<file path="config.mk">
export PLATFORM = sky130hd
export DESIGN_NAME = trireg_core
export DESIGN_NICKNAME = d
export VERILOG_FILES = /design/src/rtl/trireg_pkg.sv /design/src/rtl/trireg_ctrl.sv /design/src/rtl/trireg_dp.sv /design/src/rtl/trireg_core.sv
export SDC_FILE = /design/constraint.sdc
export NUM_CORES = 1
export LEC_CHECK = 0
export ABC_AREA = 1
export BUFFER_PORTS_ARGS = -buffer_cell sky130_fd_sc_hd__buf_2
export CAP_MARGIN = 20
export CORE_ASPECT_RATIO = 1.5
export CORE_MARGIN = 3
export CORE_UTILIZATION = 30
export CTS_CLUSTER_DIAMETER = 60
export DETAILED_ROUTE_END_ITERATION = 16
export PLACE_DENSITY_LB_ADDON = 0.25
export SLEW_MARGIN = 25
export SYNTH_ARGS = -nofsm -noshare
export SYNTH_HDL_FRONTEND = slang
export SYNTH_SLANG_ARGS = --single-unit
</file>
<file path="constraint.sdc">
create_clock -name clk -period 5.2 [get_ports clk]
set_clock_uncertainty 0.2 [all_clocks]
set_input_delay 0.52 -clock clk [delete_from_list [all_inputs] [get_ports clk]]
set_output_delay 0.52 -clock clk [all_outputs]
set_load 0.01 [all_outputs]
</file>
<file path="src/rtl/trireg_pkg.sv">
package trireg_pkg;

  typedef enum logic [2:0] {
    OP_CLEAR = 3'd0,
    OP_LDA   = 3'd1,
    OP_LDB   = 3'd2,
    OP_STB   = 3'd3,
    OP_ADD   = 3'd4,
    OP_SHL   = 3'd5,
    OP_CMP   = 3'd6,
    OP_AND   = 3'd7
  } op_e;

  typedef enum logic [1:0] {
    CSRC_SUM = 2'd0,
    CSRC_SHL = 2'd1,
    CSRC_AND = 2'd2
  } csrc_e;

  typedef struct packed {
    logic  clrAll;
    logic  enA;
    logic  enB;
    logic  enC;
    logic  bFromC;
    csrc_e cSrc;
    logic  updCarry;
    logic  updGt;
  } strobe_t;

endpackage

</file>
<file path="src/rtl/trireg_ctrl.sv">
module trireg_ctrl
  import trireg_pkg::*;
#(
  parameter int DATA_W  = 4,
  parameter int SHAMT_W = 2
) (
  input  logic               clk,
  input  logic               rst,
  input  logic [2:0]         opIn,
  input  logic [DATA_W-1:0]  dataIn,
  output strobe_t            strobes,
  output logic [SHAMT_W-1:0] shamt
);

  localparam int SHAMT_LSB = DATA_W - SHAMT_W;

  op_e op;
  assign op = op_e'(opIn);

  // shift distance comes from the top data bits
  assign shamt = dataIn[DATA_W-1:SHAMT_LSB];

  always_comb begin
    strobes          = '0;
    strobes.cSrc     = CSRC_SUM;
    unique case (op)
      OP_CLEAR: strobes.clrAll = 1'b1;
      OP_LDA:   strobes.enA    = 1'b1;
      OP_LDB:   strobes.enB    = 1'b1;
      OP_STB: begin
        strobes.enB    = 1'b1;
        strobes.bFromC = 1'b1;
      end
      OP_ADD: begin
        strobes.enC      = 1'b1;
        strobes.cSrc     = CSRC_SUM;
        strobes.updCarry = 1'b1;
      end
      OP_SHL: begin
        strobes.enC  = 1'b1;
        strobes.cSrc = CSRC_SHL;
      end
      OP_CMP:   strobes.updGt = 1'b1;
      OP_AND: begin
        strobes.enC  = 1'b1;
        strobes.cSrc = CSRC_AND;
      end
      default: ;
    endcase
  end

  // at most one register write strobe (or the clear) per cycle
  strobe_excl_chk: assert property (@(posedge clk) disable iff (rst)
    $onehot0({strobes.clrAll, strobes.enA, strobes.enB, strobes.enC}));

  // the two flag updates never coincide
  flag_excl_chk: assert property (@(posedge clk) disable iff (rst)
    !(strobes.updCarry && strobes.updGt));

endmodule

</file>
<file path="src/rtl/trireg_dp.sv">
module trireg_dp
  import trireg_pkg::*;
#(
  parameter int DATA_W  = 4,
  parameter int SHAMT_W = 2
) (
  input  logic               clk,
  input  logic               rst,
  input  strobe_t            strobes,
  input  logic [SHAMT_W-1:0] shamt,
  input  logic [DATA_W-1:0]  dataIn,
  output logic [DATA_W-1:0]  regA,
  output logic [DATA_W-1:0]  regB,
  output logic [DATA_W-1:0]  regC,
  output logic               carryFlag,
  output logic               gtFlag
);

  localparam int SUM_W = DATA_W + 1;

  logic [SUM_W-1:0]  sumWide;
  logic [DATA_W-1:0] andRes;
  logic [DATA_W-1:0] shlRes;
  logic [DATA_W-1:0] cNext;
  logic [DATA_W-1:0] bNext;
  logic              aGtB;

  // unsigned add with carry out
  assign sumWide = {1'b0, regA} + {1'b0, regB};
  assign andRes  = regA & regB;
  assign aGtB    = regA > regB;

  // logarithmic left shifter: stage s moves by 2**s when shamt[s] is set
  logic [DATA_W-1:0] shStage [SHAMT_W+1];
  assign shStage[0] = regB;
  for (genvar s = 0; s < SHAMT_W; s++) begin : g_shl
    assign shStage[s+1] = shamt[s] ? (shStage[s] << (1 << s)) : shStage[s];
  end
  assign shlRes = shStage[SHAMT_W];

  always_comb begin
    unique case (strobes.cSrc)
      CSRC_SHL: cNext = shlRes;
      CSRC_AND: cNext = andRes;
      default:  cNext = sumWide[DATA_W-1:0];
    endcase
  end

  assign bNext = strobes.bFromC ? regC : dataIn;

  always_ff @(posedge clk) begin
    if (rst || strobes.clrAll) begin
      regA <= '0;
      regB <= '0;
      regC <= '0;
    end else begin
      if (strobes.enA) regA <= dataIn;
      if (strobes.enB) regB <= bNext;
      if (strobes.enC) regC <= cNext;
    end
  end

  always_ff @(posedge clk) begin
    if (rst) begin
      carryFlag <= 1'b0;
      gtFlag    <= 1'b0;
    end else begin
      if (strobes.updCarry) carryFlag <= sumWide[DATA_W];
      if (strobes.updGt)    gtFlag    <= aGtB;
    end
  end


  clear_all_chk: assert property (@(posedge clk) disable iff (rst)
    strobes.clrAll |=> (regA == '0 && regB == '0 && regC == '0));


  store_copy_chk: assert property (@(posedge clk) disable iff (rst)
    (strobes.enB && strobes.bFromC) |=> regB == $past(regC));


  cmp_result_chk: assert property (@(posedge clk) disable iff (rst)
    strobes.updGt |=> gtFlag == ($past(regA) > $past(regB)));


  carry_hold_chk: assert property (@(posedge clk) disable iff (rst)
    !strobes.updCarry |=> $stable(carryFlag));


  gt_hold_chk: assert property (@(posedge clk) disable iff (rst)
    !strobes.updGt |=> $stable(gtFlag));

endmodule

</file>
<file path="src/rtl/trireg_core.sv">
module trireg_core
  import trireg_pkg::*;
#(
  parameter int DATA_W  = 4,
  parameter int SHAMT_W = 2
) (
  input  logic              clk,
  input  logic              rst,
  input  logic [2:0]        opIn,
  input  logic [DATA_W-1:0] dataIn,
  output logic [DATA_W-1:0] regA,
  output logic [DATA_W-1:0] regB,
  output logic [DATA_W-1:0] regC,
  output logic              carryFlag,
  output logic              gtFlag
);

  strobe_t            strobes;
  logic [SHAMT_W-1:0] shamt;

  trireg_ctrl #(.DATA_W(DATA_W), .SHAMT_W(SHAMT_W)) i_ctrl (
    .clk     (clk),
    .rst     (rst),
    .opIn    (opIn),
    .dataIn  (dataIn),
    .strobes (strobes),
    .shamt   (shamt)
  );

  trireg_dp #(.DATA_W(DATA_W), .SHAMT_W(SHAMT_W)) i_dp (
    .clk       (clk),
    .rst       (rst),
    .strobes   (strobes),
    .shamt     (shamt),
    .dataIn    (dataIn),
    .regA      (regA),
    .regB      (regB),
    .regC      (regC),
    .carryFlag (carryFlag),
    .gtFlag    (gtFlag)
  );


  reset_state_chk: assert property (@(posedge clk)
    rst |=> (regA == '0 && regB == '0 && regC == '0 && !carryFlag && !gtFlag));

endmodule

</file>
======== Word level (Yosys, flattened, before mapping) ========
Index checks and enable logic that the tools add are counted.
cells by class
  $add $sub $neg .......................... 1
  magnitude comparators ................... 1
  eq/ne operators ......................... 9
  mux-type cells .......................... 12
  bitwise logic cells ..................... 1
  reductions and logical operators ........ 4
operators with widths
  kind                                                             number
  3-bit == test, second input constant                             4
  4-bit two-way mux                                                3
  4-bit case mux with 2 select lines                               1
  1-bit two-way mux                                                7
  3-bit by 2-bit == test with 1-bit output, second input constant  2
  4-bit by 4-bit adder with 5-bit output                           1
  4-bit AND                                                        1
  4-bit > comparator                                               1
  2-bit case mux with 2 select lines                               1
  3-bit by 1-bit == test with 1-bit output, second input constant  1
  3-bit zero test                                                  1
  3-bit OR reduction                                               1
  2-bit by 1-bit == test with 1-bit output, second input constant  1
  2-bit == test, second input constant                             1
  2-bit OR reduction                                               1
  1-bit logical OR                                                 1
word-level totals
  register bits ........................... 14
  output and inout bits ................... 14
  logic and storage cells ................. 33

======== Longest topological paths before layout ========
  word-level depth ........................ 4
  mapped depth ............................ 12
  depth with buffers taken out ............ 12

======== By module ========
A second synthesis with hierarchy kept.
unflattened totals
  cell total of the unflattened synthesis .. 159
  area, all modules ....................... 1026.0 um^2
by module, submodules not included
  module       instances  cells an instance  area an instance (um^2)  sequential area each (um^2)
  trireg_dp    1          141                945.9                    280.3
  trireg_ctrl  1          18                 80.1                     0.0

======== Worst setup path before layout ========
No wires, ideal clock.
  path type ............................... input-to-reg
  from .................................... in opIn[0]
  to ...................................... reg i_dp.regC[0]
  library setup time ...................... 122 ps
  arrival ................................. 1536 ps
  required time ........................... 4878 ps
  slack ................................... 3343 ps
  stages .................................. 9
  path buffers ............................ 0
  path through ............................ inv_2 > nor3_1 > inv_1 > ha_1 > inv_1 > a21oi_1 > nand2_1 > o21ai_0 > a21oi_1
between the ends
  word-level cells in the longest chain between the ends .. 4
  elaborated cells on any way between the ends .. 12
  classes of those cells .................. eq/ne: 5; mux: 4; reduce/logical: 3
RTL lines
  element                                                                           line               source
  from (decl)                                                                       trireg_core.sv:9   input logic [2:0] opIn,
  3-bit == test                                                                     trireg_ctrl.sv:26  unique case (op)
  2-bit case mux with 2 select lines                                                trireg_ctrl.sv:26
  2-bit == test / 2-bit by 1-bit == test with 1-bit output (equally long branches)  trireg_dp.sv:42    unique case (strobes.cSrc)
  4-bit case mux with 2 select lines                                                trireg_dp.sv:42
  to (signal assigned)                                                              trireg_dp.sv:59    if (strobes.enC) regC <= cNext;
  to (decl)                                                                         trireg_dp.sv:14    output logic [DATA_W-1:0] regC,
Several ways; a longest one is shown, not always the timed one.
A chain may end at the register's enable or synchronous reset.

======== Final worst setup path ========
  from .................................... in opIn[1]
  to ...................................... reg i_dp.regC[0]
The elaborated chain is that of the path after synthesis.

==> load_flow_metrics.sql <==
INSERT INTO impl_metrics (metric_group, metric, value, unit) VALUES
('place', 'detailedPlacementHpwl', '2110', 'um'),
('global_routing', 'grt_antenna_before_repair', '0', ''),
('clock_tree', 'cts_tree', 'yes', ''),
('floorplanning', 'die-area', '4040', 'um^2'),
('pwr', 'pd_cells', '245', 'nW/um^2'),
('logic_synthesis', 'syn_inst', '148', ''),
('finish', 'layout-drive-gt1-share', '17.9', '%'),
('clock_tree', 'cts.reportedPaths.clkPinSlew', '0.06', 'ns'),
('floorplanning', 'core', '3030', 'um^2'),
('place', 'placement.setup.worst_slack', '3.02', 'ns'),
('logic_synthesis', 'yosys_register_bits', '14', ''),
('global_routing', 'grt_start_max_net_pins', '12', ''),
('timing', 'timing.slew.headroom', '36.9', '%'),
('timing', 'grt_setup_unrepaired', 'false', ''),
('routing', 'route.final.wire_length', '2540', 'um'),
('floorplanning', 'die_w', '52.9', 'um'),
('timing', 'timing.setup.tns', '0', 'ns'),
('worst_setup_path', 'required', '5.14', 'ns'),
('global_routing', 'global_route.usage.total', '14.9', '%'),
('worst_hold_path', 'hp_class', 'in -> reg', ''),
('clock_tree', 'postCtsResizedCells', '0', ''),
('timing', 'post-route-worst-setup-slack', '3.27', 'ns'),
('clock_tree', 'clock-sinks', '14', ''),
('clock_tree', 'htree_num_levels', '1', ''),
('floorplanning', 'num_rows', '24', ''),
('timing', 'post-route-period-util', '37.1', '%'),
('run_status', 'outcome', 'finished, final reports clean', ''),
('logic_synthesis', 'post_synth_instance_area', '990', 'um^2'),
('clock_tree', 'clk_root_buffer_cell', 'sky130_fd_sc_hd__clkbuf_8', ''),
('routing', 'drt-vias-per-instance', '4.73', ''),
('routing', 'firstDrtPassIters', '4', ''),
('routing', 'drt.antenna.violating_nets', '0', ''),
('global_routing', 'gr-total-overflow', '0', ''),
('clock_tree', 'tritoncts.num_buffers', '3', ''),
('pwr', 'power.leakage', '0.630', 'nW'),
('timing', 'tightestPinTransition', '0.942', 'ns'),
('clock_tree', 'cts_buffer_depth', '2', ''),
('run', 'cap_viol_max_count', '0', ''),
('timing', 'layout_min_cycle_time', '1.93', 'ns'),
('routing', 'drt_drc_violations_left', '0', ''),
('finish', 'syn_to_final_growth', '20.9', '%'),
('routing', 'drt_iter0_drc', '17', ''),
('floorplanning', 'die_h', '76.3', 'um'),
('clock_tree', 'clk_latency', '0.25', 'ns'),
('finish', 'fill_cells', '332', ''),
('clock_tree', 'cts_setup_buffers', '0', ''),
('logic_synthesis', 'synth.distinct_cells', '19', ''),
('worst_setup_path', 'worstSetupStartpointType', 'primary input', ''),
('global_routing', 'vias_in_the_first_global_route', '987', ''),
('routing', 'route.detailed.wl_per_inst', '12.0', 'um'),
('routing', 'via_count', '1003', ''),
('logic_synthesis', 'ys_warn_count', '0', ''),
('pwr', 'peakVddDrop', '0.133', 'mV'),
('worst_setup_path', 'timing.critical_path.arrival', '1.87', 'ns'),
('logic_synthesis', 'synth-seq-area-share', '28.3', '%'),
('finish', 'finish.net_count', '195', ''),
('timing', 'setup_viol_count_final', '0', ''),
('timing', 'timing.final.hold_violations', '0', ''),
('logic_synthesis', 'synthesis.nets', '169', ''),
('timing', 'maxClockFrequency', '518', 'MHz'),
('logic_synthesis', 'syn_area_per_cell', '6.69', 'um^2'),
('place', 'port-buffer-count', '22', ''),
('global_routing', 'grt_pass1_wl', '4590', 'um'),
('floorplanning', 'io_pins', '23', ''),
('timing', 'maxSlewViolCount', '0', ''),
('worst_setup_path', 'crit_fanout', '5', ''),
('place', 'place_congestion', '0.883', ''),
('clock_tree', 'cts-hold-fix-buffers', '0', ''),
('finish', 'n_antenna_cell', '0', ''),
('floorplanning', 'initial_core_util', '32.6', '%'),
('worst_setup_path', 'setup.worst_path.class', 'in -> reg', ''),
('worst_setup_path', 'timing.critical_path.to_type', 'register', '');
[state kept, by name, summed over array words and instances (netlist names)]
name / cells
i_dp.carryFlag: 1
i_dp.gtFlag: 1
i_dp.regA: 4
i_dp.regB: 4
i_dp.regC: 4
[routing by layer]
metal / up-vias / share of wire [%] / routed length [um] / GRT usage, %
met5: - / 0 / 0 / 0
met4: 0 / 3.9 / 99 / 8.44
met3: 7 / 2.7 / 68 / 1.96
met2: 15 / 51 / 1290 / 23.6
met1: 442 / 42 / 1080 / 18.7
li1: 539 / - / - / -
[worst max-delay path: stages]
cell                      delay (ns)
sky130_fd_sc_hd__buf_2          0.13
sky130_fd_sc_hd__inv_2          0.06
sky130_fd_sc_hd__nor3_1         0.28
sky130_fd_sc_hd__inv_1          0.10
sky130_fd_sc_hd__ha_1           0.34
sky130_fd_sc_hd__inv_1          0.10
sky130_fd_sc_hd__a21oi_1        0.12
sky130_fd_sc_hd__nand2_1        0.06
sky130_fd_sc_hd__o21ai_0        0.07
sky130_fd_sc_hd__a21oi_1        0.08
[area by class of cell]
cell class                 instances  area (um^2)  area share (%)
multi-input combinational        106          601            50.2
sequential                        14          280            23.4
tap                               39         48.8            4.08
inverter                          27          101            8.47
timing repair buffer              22          110            9.21
clock buffer                       4         55.1            4.60
[synth_stat cells]
cell	count	share of area (%)
sky130_fd_sc_hd__inv_2	3	1.1
sky130_fd_sc_hd__a211oi_1	1	0.76
sky130_fd_sc_hd__nor2_1	6	2.3
sky130_fd_sc_hd__a31oi_1	2	1.3
sky130_fd_sc_hd__buf_4	1	0.76
sky130_fd_sc_hd__dfxtp_1	14	28
sky130_fd_sc_hd__nand2_2	1	0.63
sky130_fd_sc_hd__o21ai_1	8	4.0
sky130_fd_sc_hd__o21bai_1	1	0.76
sky130_fd_sc_hd__xor2_1	1	0.89
sky130_fd_sc_hd__o21ai_0	7	3.5
sky130_fd_sc_hd__o21ai_2	1	0.89
sky130_fd_sc_hd__ha_1	11	14
sky130_fd_sc_hd__nand2_1	29	11
sky130_fd_sc_hd__nand3_1	16	8.1
sky130_fd_sc_hd__inv_1	24	9.1
sky130_fd_sc_hd__a21oi_1	17	8.6
sky130_fd_sc_hd__fa_1	1	2.0
sky130_fd_sc_hd__nor3_1	4	2.0
[final timing paths]
path,cells after the start,slack (ns),to,startpoint
setup reg to reg,6,3.30,i_dp.regC[2]$_SDFFE_PP0P_,i_dp.regB[0]$_SDFFE_PP0P_
hold / removal,2,0.26,i_dp.gtFlag$_SDFFE_PP0N_,rst
hold reg to reg,2,0.27,i_dp.gtFlag$_SDFFE_PP0N_,i_dp.gtFlag$_SDFFE_PP0N_
setup / recovery,10,3.27,i_dp.regC[0]$_SDFFE_PP0P_,opIn[1]
[logic make-up (layout without fill, tap and decap cells)]
kind of cell    Yosys count  in the layout  share of synthesized area, %
simple gates             56             56                          24.0
flops                    14             14                          28.3
compound gates           37             37                          19.8
xor+xnor                  1              1                         0.885
fa+ha+maj                12             12                          15.9
buf+inv                  28             53                          11.0
[metrics by stage]
stage	instances	power (mW)	hold WS (ns)	area, um^2	util [%]
3_3_place_gp	208	0.186	0.250	1140	37.6
3_5_place_dp	208	0.186	0.257	1140	37.6
2_1_floorplan	148	0.164	0.282	990	-
5_1_grt	212	0.312	0.263	1200	39.4
6_report	212	0.293	0.260	1200	39.4
4_1_cts	212	0.297	0.249	1200	39.4
[cell usage in the layout, fill, tap and decap left out]
cell type	instances
sky130_fd_sc_hd__nand2_1	29
sky130_fd_sc_hd__inv_1	24
sky130_fd_sc_hd__buf_2	22
sky130_fd_sc_hd__a21oi_1	17
sky130_fd_sc_hd__nand3_1	16
sky130_fd_sc_hd__dfxtp_1	14
sky130_fd_sc_hd__ha_1	11
sky130_fd_sc_hd__o21ai_1	8
sky130_fd_sc_hd__o21ai_0	7
sky130_fd_sc_hd__nor2_1	6
sky130_fd_sc_hd__nor3_1	4
sky130_fd_sc_hd__clkbuf_8	4
sky130_fd_sc_hd__inv_2	3
sky130_fd_sc_hd__a31oi_1	2
sky130_fd_sc_hd__xor2_1	1
sky130_fd_sc_hd__nand2_2	1
sky130_fd_sc_hd__o21ai_2	1
sky130_fd_sc_hd__o21bai_1	1
sky130_fd_sc_hd__a211oi_1	1
sky130_fd_sc_hd__fa_1	1
[power by group]
part           switching [mW]  total [mW]  internal, mW  leakage (nW)
Clock                  0.0419       0.109        0.0672        0.0288
Combinational          0.0390      0.0626        0.0236         0.486
Sequential            0.00680       0.121         0.114         0.115
Total                  0.0877       0.293         0.205         0.630
Note: power is estimated with default switching activity, not from simulation.
